[config.mk]
export PLATFORM = sky130hd
export DESIGN_NAME = pair_ldst_unit
export DESIGN_NICKNAME = d
export VERILOG_FILES = /design/src/rtl/pair_ldst_unit.sv
export SDC_FILE = /design/constraint.sdc
export NUM_CORES = 1
export LEC_CHECK = 0
export BUFFER_PORTS_ARGS = -buffer_cell sky130_fd_sc_hd__clkbuf_2
export CORE_AREA = 2 2 157 159
export CTS_CLUSTER_SIZE = 30
export DETAILED_ROUTE_END_ITERATION = 10
export DIE_AREA = 0 0 159 161
export GPL_ROUTABILITY_DRIVEN = 0
export SYNTH_ARGS = -nofsm -noshare
export SYNTH_HDL_FRONTEND = slang
export SYNTH_SLANG_ARGS = --single-unit
[constraint.sdc]
create_clock -name clk -period 2.65 [get_ports clk]
set_input_delay 0 -clock clk [delete_from_list [all_inputs] [get_ports clk]]
set_output_delay 0 -clock clk [all_outputs]
set_load 0.05 [all_outputs]
[src/rtl/pair_ldst_unit.sv]
module pair_ldst_unit (
  input  logic        clk,
  input  logic        rst_n,
  input  logic        insn_valid,
  input  logic [15:0] insn,
  output logic        busy,
  output logic        done,
  output logic        illegal,
  output logic        fault,
  output logic [4:0]  rf_raddr_a,
  input  logic [31:0] rf_rdata_a,
  output logic [4:0]  rf_raddr_b,
  input  logic [31:0] rf_rdata_b,
  output logic        rf_we0,
  output logic [4:0]  rf_waddr0,
  output logic [31:0] rf_wdata0,
  output logic        rf_we1,
  output logic [4:0]  rf_waddr1,
  output logic [31:0] rf_wdata1,
  output logic        mem_req,
  output logic        mem_we,
  output logic [31:0] mem_addr,
  output logic [31:0] mem_wdata,
  input  logic        mem_ready,
  input  logic [31:0] mem_rdata,
  input  logic        mem_err
);
  typedef enum logic [1:0] {S_IDLE, S_BEAT0, S_BEAT1, S_DONE} state_t;

  state_t      state;
  logic [4:0]  pr_q;
  logic        ld_q, ill_q, flt_q;
  logic [31:0] addr_q, lo_q, hi_q;

  wire is_ld   = insn[1:0] == 2'b00 && insn[15:13] == 3'b011;
  wire is_sd   = insn[1:0] == 2'b00 && insn[15:13] == 3'b111;
  wire is_ldsp = insn[1:0] == 2'b10 && insn[15:13] == 3'b011;
  wire is_sdsp = insn[1:0] == 2'b10 && insn[15:13] == 3'b111;

  logic [4:0] pr;
  logic [8:0] off;
  logic       ok;

  always_comb begin
    pr  = {2'b01, insn[4:2]};
    off = {1'b0, insn[6:5], insn[12:10], 3'b000};
    ok  = 1'b0;
    if (is_ld || is_sd) begin
      ok = ~insn[2];
    end else if (is_ldsp) begin
      pr  = insn[11:7];
      off = {insn[4:2], insn[12], insn[6:5], 3'b000};
      ok  = ~insn[7] && (insn[11:7] != 5'd0);
    end else if (is_sdsp) begin
      pr  = insn[6:2];
      off = {insn[9:7], insn[12:10], 3'b000};
      ok  = ~insn[2];
    end
  end

  wire accept = insn_valid && state == S_IDLE;
  wire beat   = mem_req && mem_ready;

  assign rf_raddr_a = (is_ldsp || is_sdsp) ? 5'd2 : {2'b01, insn[9:7]};

  always_ff @(posedge clk or negedge rst_n) begin
    if (!rst_n) begin
      state  <= S_IDLE;
      pr_q   <= '0;
      ld_q   <= 1'b0;
      addr_q <= '0;
      lo_q   <= '0;
      hi_q   <= '0;
      ill_q  <= 1'b0;
      flt_q  <= 1'b0;
    end else begin
      ill_q <= accept && !ok;
      flt_q <= 1'b0;
      case (state)
        S_IDLE: if (accept && ok) begin
          state  <= S_BEAT0;
          pr_q   <= pr;
          ld_q   <= is_ld || is_ldsp;
          addr_q <= rf_rdata_a + {23'd0, off};
        end
        S_BEAT0: if (beat) begin
          if (mem_err) begin
            state <= S_IDLE;
            flt_q <= 1'b1;
          end else begin
            state <= S_BEAT1;
            lo_q  <= mem_rdata;
          end
        end
        S_BEAT1: if (beat) begin
          if (mem_err) begin
            state <= S_IDLE;
            flt_q <= 1'b1;
          end else begin
            state <= S_DONE;
            hi_q  <= mem_rdata;
          end
        end
        default: state <= S_IDLE;
      endcase
    end
  end

  assign busy    = state != S_IDLE;
  assign done    = state == S_DONE;
  assign illegal = ill_q;
  assign fault   = flt_q;

  assign mem_req    = state == S_BEAT0 || state == S_BEAT1;
  assign mem_we     = mem_req && !ld_q;
  assign mem_addr   = (state == S_BEAT1) ? addr_q + 32'd4 : addr_q;
  assign rf_raddr_b = (state == S_BEAT1) ? (pr_q | 5'd1) : pr_q;
  assign mem_wdata  = (pr_q == 5'd0) ? 32'd0 : rf_rdata_b;

  assign rf_we0    = done && ld_q && pr_q != 5'd0;
  assign rf_waddr0 = pr_q;
  assign rf_wdata0 = lo_q;
  assign rf_we1    = done && ld_q;
  assign rf_waddr1 = pr_q | 5'd1;
  assign rf_wdata1 = hi_q;
endmodule

==> results_tabular.tex, run 1 <==
\begin{tabular}{lr}
\hline
Metric & Value \\
\hline
\multicolumn{2}{l}{\textbf{STA}} \\
Final period utilization & 93.7\% \\
Least-Margin Pin Slew & 835 ps \\
Final slew viol count & 0 \\
Max-slew headroom & 44.1\% \\
Final setup viols & 0 \\
Min Clock Period, post-route & 2480 ps \\
Setup repair after global routing missed its margin & no \\
Worst Skew & 10.4 ps \\
Achievable Freq & 0.403 GHz \\
Total count of hold-check failures in the final report & 0 \\
Final-layout setup total negative slack & 0 ps \\
\multicolumn{2}{l}{\textbf{Synth}} \\
Area share of fa/ha/maj cells after synthesis & 2.69\% \\
Main combinational cell family by area after synthesis & simple AND/OR/NAND/NOR gates \\
Syn Nets & 684 \\
Synthesized flop and latch total & 106 \\
Fraction of the mapped netlist area in simple logic gates & 17.7\% \\
Asr flop ratio synth & 100\% \\
XOR/XNOR Fraction of Synth Area & 7.03\% \\
Count of distinct cell types in the synthesized netlist & 55 \\
Portion of netlist area occupied by mux cells & 14.3\% \\
Warning count from the yosys run & 0 \\
Post-synthesis area per instance & 10.5 um\^{}2 \\
Predominant post-synthesis flop cell & sky130\_fd\_sc\_hd\_\_dfrtp\_1 \\
Netlist area before placement & 5850 um\^{}2 \\
Synthesized netlist cell count & 555 \\
Sequential cell area fraction in the yosys report & 45.3\% \\
Count of flip-flops with a built-in enable after synthesis & 0 \\
Fraction of the mapped netlist area in compound gates & 8.59\% \\
\multicolumn{2}{l}{\textbf{Layout}} \\
Post-route design area & 8540 um\^{}2 \\
Leading cell types in the layout, fill and taps excluded & 267 x sky130\_fd\_sc\_hd\_\_clkbuf\_2, 106 x sky130\_fd\_sc\_hd\_\_dfrtp\_1, 67 x sky130\_fd\_sc\_hd\_\_mux2\_2 \\
Non-filler instance count after layout & 1208 \\
Area delta synth->final & 45.9\% \\
Leading cell type in the layout, fill and taps excluded & sky130\_fd\_sc\_hd\_\_clkbuf\_2 \\
Ratio of cells with drive above 1 in the final layout & 43.6\% \\
Layout Nets & 1008 \\
Antenna cells & 0 \\
\multicolumn{2}{l}{\textbf{Outcome}} \\
Status & finished, final reports clean \\
\multicolumn{2}{l}{\textbf{Clock tree}} \\
CTS clk-pin slew, worst paths & 80 ps \\
Clock tree from TritonCTS & done \\
Clock tree sinks & 106 \\
Root cell of the clock tree & sky130\_fd\_sc\_hd\_\_clkbuf\_16 \\
Clock latency of the later-clocked register in the worst-skew pair & 350 ps \\
Number of post-CTS setup repair buffers & 0 \\
Inserted Clock Buffers & 9 \\
Max H-tree Level & 3 \\
Largest buffer count on any clock path & 2 \\
\multicolumn{2}{l}{\textbf{Power and ir drop}} \\
Power density over the cells & 1210 nW/um\^{}2 \\
Max rail drop VDD & 0.000552 V \\
Reported leakage power & 0.00423 uW \\
\multicolumn{2}{l}{\textbf{Die}} \\
Effective utilization at floorplan & 24.4\% \\
Chip Height & 161 um \\
Num ports & 273 \\
Die width & 159 um \\
Std cell rows & 57 \\
Core Footprint & 24000 um\^{}2 \\
Total Die Area & 25600 um\^{}2 \\
\multicolumn{2}{l}{\textbf{Setup path}} \\
Slack of the worst reg-to-reg path & 670 ps \\
Crit-path max cell delay & 540 ps \\
Buffers and inverters on the worst path & 4 \\
CP Capture Type & flop \\
Cell with the biggest individual delay on the critical path & sky130\_fd\_sc\_hd\_\_a2111oi\_0 \\
Startpoint class of the critical path & input pin \\
Startpoint of the lowest-slack register-to-register path & state[0] \\
Critical path fanouts, max & 7 \\
Critical Setup Path Class & input pin to flop \\
Reg2reg end & addr\_q[9] \\
Reg2Reg Depth & 6 \\
Critical Path RT & 2870 ps \\
Family with the most delay on the worst path & buffers and inverters \\
Cell-by-cell trace of the critical path & dlygate4sd3\_1 > clkbuf\_2 > mux2\_2 > ha\_1 > inv\_1 > fa\_1 > and2b\_1 > o31ai\_1 > buf\_4 > a2111oi\_0 > xnor2\_1 > o21ai\_0 \\
Arrival time at the worst endpoint & 2700 ps \\
\multicolumn{2}{l}{\textbf{Global routing}} \\
Largest net degree at the start of global routing & 64 \\
Via count of the first global-routing pass & 5240 \\
Antenna violations before repair & 0 \\
GRT Residual Overflow & 0 \\
Wire length of the first global-routing pass & 28000 um \\
Overall global routing resource usage & 13.7\% \\
\multicolumn{2}{l}{\textbf{Route}} \\
Average detailed-routed wire length per instance & 14.6 um \\
1st-pass router iterations & 4 \\
1st-iter DRT viols & 293 \\
Remaining design rule violation count & 0 \\
Residual antenna-violating net count after detailed routing & 0 \\
Per-cell via count in the routed design & 4.38 \\
Total vias in the final route & 5294 \\
Total wire length after detailed routing & 17700 um \\
\multicolumn{2}{l}{\textbf{Placement}} \\
Total half-perimeter wirelength after legalization and detailed placement & 13400 um \\
Count of input and output buffers & 270 \\
DP Area & 7580 um\^{}2 \\
DP Cell Count & 1128 \\
\multicolumn{2}{l}{\textbf{Hold path}} \\
Type of the tightest min-delay check & input pin to flop \\
Worst Hold Endpoint & addr\_q[22] \\
HP Start & rf\_rdata\_a[22] \\
Cells on Worst Hold Path & 3 \\
\multicolumn{2}{l}{\textbf{Flow run}} \\
Max-Cap Viols & 0 \\
\hline
\end{tabular}
==> final cells by class <==
| cell class | instances | area [um^2] |
|---|---|---|
| Timing Repair Buffer | 354 | 2170 |
| Sequential cell | 106 | 2650 |
| Clock inverter | 6 | 60.1 |
| Multi-Input combinational cell | 400 | 2990 |
| Clock buffer | 10 | 229 |
| Fill cell | 2427 | 15400 |
| Tap cell | 324 | 405 |
| Inverter | 8 | 30.0 |
==> per-stage QoR <==
stage	hold WS [ps]	util, %	power [uW]	setup slack [ps]
2_1_floorplan	-296	-	7510	61.4
3_3_place_gp	60.3	31.6	8930	-4.87
3_5_place_dp	61.2	31.6	8980	-123
4_1_cts	3.75	35.5	10400	27.9
5_1_grt	39.3	35.6	10900	14.3
6_report	23.9	35.6	10300	167
==> routing by layer <==
| layer | vias up | share of wire (%) | GRT usage, % |
|---|---|---|---|
| li1 | 2587 | - | - |
| met1 | 2506 | 44 | 17.1 |
| met2 | 189 | 48 | 23.4 |
| met3 | 12 | 6.0 | 3.31 |
| met4 | 0 | 1.6 | 4.38 |
| met5 | - | 0 | 0 |
==> cells by family (layout without fill, tap and decap cells) <==
logic type	Yosys count	after routing
AND/OR/NAND/NOR	191	191
XOR/XNOR	47	47
buffers and inverters	49	378
adder cells (fa/ha/maj)	12	12
flip-flops	106	106
other	2	2
multiplexers	75	75
AO/OA/AOI/OAI	73	73
==> power by group <==
| group | total (uW) | internal, uW | leakage (uW) | switching, uW |
|---|---|---|---|---|
| clock | 1310 | 663 | 0.000141 | 651 |
| combinational | 6160 | 1530 | 0.00274 | 4630 |
| sequential | 2840 | 2290 | 0.00135 | 546 |
| total | 10300 | 4490 | 0.00423 | 5820 |
==> how the worst max path moves through the flow <==
stage,endpoint,from,depth (start not counted),slack (ps)
after global routing,mem_addr[24],state[0],8,10
after global placement,addr_q[31],insn[0],14,-5
after detailed placement,addr_q[31],insn[0],14,-120
final,addr_q[31],insn[5],12,170
after CTS,mem_addr[31],state[0],8,30
after floorplan,addr_q[25],insn[0],14,60
==> worst min-delay path, cell delays in order <==
cell and delay, ps:
sky130_fd_sc_hd__clkbuf_2 140, sky130_fd_sc_hd__xor2_1 70, sky130_fd_sc_hd__o21ai_0 130
==> cells in the mapped netlist, drive strengths merged (2+ instances only) <==
| cell type | instances | area share [%] |
|---|---|---|
| mux2 | 67 | 13 |
| a2111oi | 5 | 0.88 |
| a211oi | 3 | 0.38 |
| buf | 23 | 2.6 |
| ha | 11 | 2.4 |
| dfrtp | 106 | 45 |
| xnor2 | 38 | 5.7 |
| o211a | 2 | 0.34 |
| nor2b | 37 | 4.0 |
| conb | 2 | 0.13 |
| nand2 | 63 | 4.0 |
| mux2i | 8 | 1.4 |
| and4 | 6 | 0.90 |
| o211ai | 6 | 0.77 |
| nand4 | 10 | 1.3 |
| a21oi | 7 | 0.60 |
| and3 | 10 | 1.1 |
| nor4 | 4 | 0.64 |
| a31oi | 4 | 0.43 |
| clkbuf | 18 | 1.2 |
| a211o | 2 | 0.30 |
| or4 | 7 | 0.90 |
| xor2 | 9 | 1.3 |
| nor2 | 12 | 0.77 |
| o21ai | 26 | 2.2 |
| inv | 8 | 0.51 |
| o31ai | 6 | 0.77 |
| o21a | 3 | 0.38 |
| and2 | 8 | 0.85 |
| a21o | 2 | 0.26 |
| nand3 | 26 | 2.2 |
| o2111ai | 2 | 0.30 |
==> state kept, by name, indices dropped and copies added, names as in the netlist <==
| register | count |
|---|---|
| addr_q | 32 |
| fault | 1 |
| illegal | 1 |
| ld_q | 1 |
| rf_waddr0 | 5 |
| rf_wdata0 | 32 |
| rf_wdata1 | 32 |
| state | 2 |
==> timing repair <==
item,in CTS,in global routing
hold buffers,64,0
setup endpoints to repair,2,10
resized for setup,2,7
endpoints found under the hold margin,136,0
No activity file was read; power rests on OpenSTA's default activity.
==> run 2, diff against run 1 <==
==> constraint.sdc (replaced) <==
create_clock -name clk -period 2.7 [get_ports clk]
set_input_delay 0 -clock clk [delete_from_list [all_inputs] [get_ports clk]]
set_output_delay 0 -clock clk [all_outputs]
set_load 0.05 [all_outputs]
==> results_tabular.tex, run 2 (synthesized netlist as in run 1, its figures left out) <==
\begin{tabular}{lr}
\hline
Metric & Value \\
\hline
\multicolumn{2}{l}{\textbf{STA}} \\
Least-Margin Pin Slew & 835 ps \\
Total count of hold-check failures in the final report & 0 \\
Max-slew headroom & 44.1\% \\
Min Clock Period, post-route & 2500 ps \\
Worst Skew & 10.2 ps \\
Final setup viols & 0 \\
Worst path setup slack after routing & 197 ps \\
Achievable Freq & 0.400 GHz \\
Final slew viol count & 0 \\
Final period utilization & 92.7\% \\
\multicolumn{2}{l}{\textbf{Route}} \\
1st-iter DRT viols & 253 \\
Total wire length after detailed routing & 17700 um \\
Per-cell via count in the routed design & 4.36 \\
Residual antenna-violating net count after detailed routing & 0 \\
Remaining design rule violation count & 0 \\
1st-pass router iterations & 4 \\
Total vias in the final route & 5291 \\
Average detailed-routed wire length per instance & 14.6 um \\
\multicolumn{2}{l}{\textbf{Global routing}} \\
Most Crowded Layer GR & met2 \\
Overall global routing resource usage & 13.6\% \\
Met1 Resource Use GR & 17.1\% \\
GRT Residual Overflow & 0 \\
Largest net degree at the start of global routing & 57 \\
Via count of the first global-routing pass & 5290 \\
Wire length of the first global-routing pass & 27900 um \\
Met2 usage in global routing & 22.8\% \\
Antenna violations before repair & 1 \\
Global-route met3 utilization & 3.60\% \\
\multicolumn{2}{l}{\textbf{Outcome}} \\
Status & finished, final reports clean \\
\multicolumn{2}{l}{\textbf{Hold path}} \\
Type of the tightest min-delay check & input pin to flop \\
HP Start & insn[8] \\
\multicolumn{2}{l}{\textbf{Layout}} \\
Filler cell count in the final layout & 2452 \\
Multi-input gate area in the final layout & 2970 um\^{}2 \\
Utilization after layout & 35.6\% \\
Leading cell type in the layout, fill and taps excluded & sky130\_fd\_sc\_hd\_\_clkbuf\_2 \\
Ratio of cells with drive above 1 in the final layout & 43.5\% \\
Layout Nets & 1012 \\
Leading cell types in the layout, fill and taps excluded & 267 x sky130\_fd\_sc\_hd\_\_clkbuf\_2, 106 x sky130\_fd\_sc\_hd\_\_dfrtp\_1, 67 x sky130\_fd\_sc\_hd\_\_mux2\_2 \\
Non-filler instance count after layout & 1213 \\
Area delta synth->final & 45.8\% \\
Area of all sequential standard cells & 2650 um\^{}2 \\
\multicolumn{2}{l}{\textbf{Power and ir drop}} \\
Power density over the cells & 1180 nW/um\^{}2 \\
Max rail drop VDD & 0.000590 V \\
Total power draw & 10100 uW \\
Reported leakage power & 0.00422 uW \\
\multicolumn{2}{l}{\textbf{Clock tree}} \\
Max H-tree Level & 3 \\
Clock tree from TritonCTS & done \\
Clock tree sinks & 106 \\
Number of post-CTS setup repair buffers & 0 \\
Clock latency of the later-clocked register in the worst-skew pair & 350 ps \\
CTS clk-pin slew, worst paths & 70 ps \\
Root cell of the clock tree & sky130\_fd\_sc\_hd\_\_clkbuf\_16 \\
Inserted Clock Buffers & 9 \\
Largest buffer count on any clock path & 2 \\
\multicolumn{2}{l}{\textbf{Placement}} \\
Total half-perimeter wirelength after legalization and detailed placement & 13600 um \\
Count of input and output buffers & 270 \\
Dpl ws & -77.8 ps \\
DP Cell Count & 1131 \\
\multicolumn{2}{l}{\textbf{Die}} \\
Die width & 159 um \\
Std cell rows & 57 \\
Num ports & 273 \\
Core Footprint & 24000 um\^{}2 \\
Effective utilization at floorplan & 24.4\% \\
Chip Height & 161 um \\
Total Die Area & 25600 um\^{}2 \\
\multicolumn{2}{l}{\textbf{Setup path}} \\
CP Capture Type & output pin \\
Crit-path max cell delay & 410 ps \\
Worst setup path startpoint & state[0] \\
Cell with the biggest individual delay on the critical path & sky130\_fd\_sc\_hd\_\_dfrtp\_1 \\
Cell-by-cell trace of the critical path & inv\_1 > ha\_1 > nand2\_1 > nor4\_4 > buf\_4 > nand4\_1 > xnor2\_1 > clkbuf\_2 \\
Critical Setup Path Class & flop to output pin \\
Startpoint class of the critical path & flop \\
Critical Path RT & 2700 ps \\
Startpoint of the lowest-slack register-to-register path & state[0] \\
Arrival time at the worst endpoint & 2500 ps \\
Critical path fanouts, max & 6 \\
\multicolumn{2}{l}{\textbf{Flow run}} \\
Max-Cap Viols & 0 \\
\hline
\end{tabular}
run 2: cell count changes in the layout (fill, tap and decap cells not counted), sizes merged:
cell,change
clkinvlp,+1
inv,-1
diode,+1
buf,+3
dlygate4sd3,+1
clkbuf,-1
clkinv,+1
run 2: final timing paths:
check / end / slack, ps / cells past startpoint
max reg2reg: rf_wdata1[24] / 600 / 7
max: mem_addr[16] / 200 / 8
min in group asynchronous: addr_q[22] / 260 / 2
max in group asynchronous: rf_wdata1[26] / 1700 / 3
min: rf_waddr0[1] / 10 / 3
min reg2reg: addr_q[0] / 490 / 2
run 2: layout make-up:
cell class | instances | area share, %
diodes | 1 | 0.0293
clock buffers | 9 | 2.64
clock inverters | 7 | 0.718
inverters | 8 | 0.352
multi-input cells | 400 | 34.8
flip-flops and latches | 106 | 31.1
well taps | 324 | 4.75
repair buffers | 358 | 25.7
run 2: critical path, delay by kind of cell, from the launching register on:
kind	cells	cell delay (ps)
buffers and inverters	3	620
xor gates and xnor gates	1	190
DFF	1	410
and+or+nand+nor	3	650
adders and majority gates	1	290
run 2: routing by layer:
metal / vias up / routed length, um
met1: 2500 / 7960
met4: 0 / 266
met2: 171 / 8430
met3: 15 / 1030
li1: 2605 / -
met5: - / 0
run 2: through the flow:
stage          TNS, ps  hold WS (ps)  area [um^2]
3_5_place_dp      -172           126         7590
5_1_grt          -1.62          45.1         8530
4_1_cts              0          6.59         8520
6_report             0          13.3         8540
3_3_place_gp     -74.0           127         7590
2_1_floorplan        0          -296         5860
run 2: power breakdown:
| part | leakage [uW] | internal (uW) | switching [uW] |
|---|---|---|---|
| logic | 0.00272 | 1500 | 4530 |
| clock network | 0.000140 | 645 | 637 |
| registers | 0.00135 | 2250 | 532 |
| total | 0.00422 | 4390 | 5700 |
run 2: repair_timing:
action / 4_1_cts / 5_1_grt
hold endpoints to repair: 149 / 0
setup endpoints to repair: 4 / 6
resized for setup: 1 / 4
hold buffers: 65 / 0
==> run 3, diff against run 2 <==
--- a/config.mk
+++ b/config.mk
@@ -11,6 +11,7 @@
 export DETAILED_ROUTE_END_ITERATION = 10
 export DIE_AREA = 0 0 159 161
 export GPL_ROUTABILITY_DRIVEN = 0
+export PLACE_DENSITY = 0.58
 export SYNTH_ARGS = -nofsm -noshare
 export SYNTH_HDL_FRONTEND = slang
 export SYNTH_SLANG_ARGS = --single-unit
==> results_tabular.tex, run 3 (synthesized netlist as in run 1, its figures left out) <==
\begin{tabular}{lr}
\hline
Metric & Value \\
\hline
\multicolumn{2}{l}{\textbf{Outcome}} \\
Status & finished, final reports clean \\
\multicolumn{2}{l}{\textbf{Clock tree}} \\
CTS clk-pin slew, worst paths & 80 ps \\
Number of post-CTS setup repair buffers & 0 \\
Clock tree from TritonCTS & done \\
Inserted Clock Buffers & 9 \\
Clock latency of the later-clocked register in the worst-skew pair & 350 ps \\
Root cell of the clock tree & sky130\_fd\_sc\_hd\_\_clkbuf\_16 \\
Max H-tree Level & 3 \\
Clock tree sinks & 106 \\
Largest buffer count on any clock path & 2 \\
\multicolumn{2}{l}{\textbf{Setup path}} \\
Family with the most delay on the worst path & simple AND/OR/NAND/NOR gates \\
Buffers and inverters on the worst path & 2 \\
Startpoint of the lowest-slack register-to-register path & state[0] \\
Startpoint class of the critical path & flop \\
Top cell by count, worst path & sky130\_fd\_sc\_hd\_\_nand3\_1 \\
Worst setup path startpoint & state[0] \\
Arrival time at the worst endpoint & 2500 ps \\
Critical Setup Path Class & flop to output pin \\
Critical path fanouts, max & 5 \\
Cell-by-cell trace of the critical path & inv\_1 > ha\_1 > nand3\_1 > nor4\_2 > and2\_2 > nand3\_1 > xnor2\_1 > clkbuf\_4 \\
CP Capture Type & output pin \\
Cell with the biggest individual delay on the critical path & sky130\_fd\_sc\_hd\_\_dfrtp\_1 \\
Critical Path RT & 2700 ps \\
Crit-path max cell delay & 410 ps \\
\multicolumn{2}{l}{\textbf{Global routing}} \\
Wire length of the first global-routing pass & 28000 um \\
Antenna violations before repair & 0 \\
Global-route met3 utilization & 2.62\% \\
Met2 usage in global routing & 22.2\% \\
Via count of the first global-routing pass & 5087 \\
GRT Residual Overflow & 0 \\
Met1 Resource Use GR & 18.3\% \\
Largest net degree at the start of global routing & 60 \\
Most Crowded Layer GR & met2 \\
Overall global routing resource usage & 13.8\% \\
\multicolumn{2}{l}{\textbf{Layout}} \\
Ratio of cells with drive above 1 in the final layout & 43.5\% \\
Area delta synth->final & 45.6\% \\
Filler cell count in the final layout & 2472 \\
Antenna cells & 0 \\
Utilization after layout & 35.6\% \\
Leading cell types in the layout, fill and taps excluded & 268 x sky130\_fd\_sc\_hd\_\_clkbuf\_2, 106 x sky130\_fd\_sc\_hd\_\_dfrtp\_1, 67 x sky130\_fd\_sc\_hd\_\_mux2\_2 \\
Leading cell type in the layout, fill and taps excluded & sky130\_fd\_sc\_hd\_\_clkbuf\_2 \\
Layout Nets & 1011 \\
\multicolumn{2}{l}{\textbf{Die}} \\
Effective utilization at floorplan & 24.4\% \\
Total Die Area & 25600 um\^{}2 \\
Num ports & 273 \\
Std cell rows & 57 \\
Core Footprint & 24000 um\^{}2 \\
Die width & 159 um \\
Chip Height & 161 um \\
\multicolumn{2}{l}{\textbf{STA}} \\
Worst Skew & 8.98 ps \\
Worst path setup slack after routing & 199 ps \\
Least-Margin Pin Slew & 823 ps \\
Total count of hold-check failures in the final report & 0 \\
Max-slew headroom & 44.9\% \\
Final slew viol count & 0 \\
Achievable Freq & 0.400 GHz \\
Setup repair after global routing missed its margin & no \\
Min Clock Period, post-route & 2500 ps \\
Final setup viols & 0 \\
Final period utilization & 92.6\% \\
Final-layout setup total negative slack & 0 ps \\
\multicolumn{2}{l}{\textbf{Placement}} \\
Dpl ws & -117 ps \\
Count of input and output buffers & 270 \\
Total half-perimeter wirelength after legalization and detailed placement & 13700 um \\
\multicolumn{2}{l}{\textbf{Power and ir drop}} \\
Power density over the cells & 1180 nW/um\^{}2 \\
Part of the total power dissipated in combinational logic & 59.7\% \\
Max rail drop VDD & 0.000593 V \\
Switching share of total power & 56.4\% \\
Portion of total power attributed to sequential cells & 27.6\% \\
Psw & 5690 uW \\
Clock share of power & 12.6\% \\
Reported leakage power & 0.00420 uW \\
Pint & 4400 uW \\
\multicolumn{2}{l}{\textbf{Route}} \\
Per-cell via count in the routed design & 4.38 \\
Total vias in the final route & 5306 \\
Remaining design rule violation count & 0 \\
Total wire length after detailed routing & 17700 um \\
1st-pass router iterations & 4 \\
1st-iter DRT viols & 256 \\
Average detailed-routed wire length per instance & 14.6 um \\
Residual antenna-violating net count after detailed routing & 0 \\
\multicolumn{2}{l}{\textbf{Flow run}} \\
Max-Cap Viols & 0 \\
\multicolumn{2}{l}{\textbf{Hold path}} \\
HP Start & rf\_rdata\_a[22] \\
Type of the tightest min-delay check & input pin to flop \\
\hline
\end{tabular}
==> run 3: what timing repair did <==
| action | in CTS | in global routing |
|---|---|---|
| resized for setup | 0 | 6 |
| setup endpoints to repair | 0 | 6 |
| hold buffers | 64 | 0 |
| endpoints found under the hold margin | 139 | 0 |
==> run 3: power groups by stage <==
| stage | registers [uW] | clock network (uW) | logic [uW] |
|---|---|---|---|
| after floorplan | 4210 | 0 | 3160 |
| after global placement | 2790 | 0 | 5980 |
| after detailed placement | 2830 | 0 | 6000 |
| after CTS | 2790 | 1320 | 6090 |
| after global routing | 2910 | 1400 | 6350 |
| final | 2790 | 1270 | 6030 |
==> run 3: final cells by class <==
cell class / count / area [um^2] / share of cell area [%]
Inverter: 8 / 30.0 / 0.352
Tap cell: 324 / 405 / 4.76
Clock inverter: 5 / 38.8 / 0.455
Multi-Input combinational cell: 400 / 2970 / 34.9
Sequential cell: 106 / 2650 / 31.1
Clock buffer: 11 / 243 / 2.85
Timing Repair Buffer: 357 / 2180 / 25.6
==> run 3: through the flow <==
stage | instance area [um^2] | instances | hold WS (ps) | total power, uW
after global placement | 7590 | 1131 | 84.0 | 8770
after CTS | 8510 | 1211 | 5.57 | 10200
after floorplan | 5860 | 555 | -296 | 7370
after detailed placement | 7590 | 1131 | 89.9 | 8830
after global routing | 8520 | 1211 | 16.8 | 10700
final | 8520 | 1211 | 7.62 | 10100
==> run 3: path summary, 6_finish.rpt <==
check | endpoint | slack (ps) | cells past startpoint
min in group asynchronous | addr_q[29] | 220 | 2
max | mem_addr[31] | 200 | 8
min | addr_q[22] | 8 | 3
min reg2reg | addr_q[1] | 490 | 2
max reg2reg | rf_wdata1[11] | 610 | 7
max in group asynchronous | rf_wdata1[2] | 1730 | 3
==> run 3: routing by layer <==
| layer | vias up | wire length [um] |
|---|---|---|
| li1 | 2608 | - |
| met1 | 2490 | 8070 |
| met2 | 187 | 8250 |
| met3 | 21 | 926 |
| met4 | 0 | 430 |
| met5 | - | 0 |
==> run 3: worst reg2reg max path, stage by stage (launching register included) <==
cell and delay [ps]:
sky130_fd_sc_hd__dfrtp_1 390, sky130_fd_sc_hd__inv_1 90, sky130_fd_sc_hd__ha_1 260, sky130_fd_sc_hd__buf_4 180, sky130_fd_sc_hd__nor2b_1 140, sky130_fd_sc_hd__nand3_1 70, sky130_fd_sc_hd__buf_4 400, sky130_fd_sc_hd__mux2_2 430
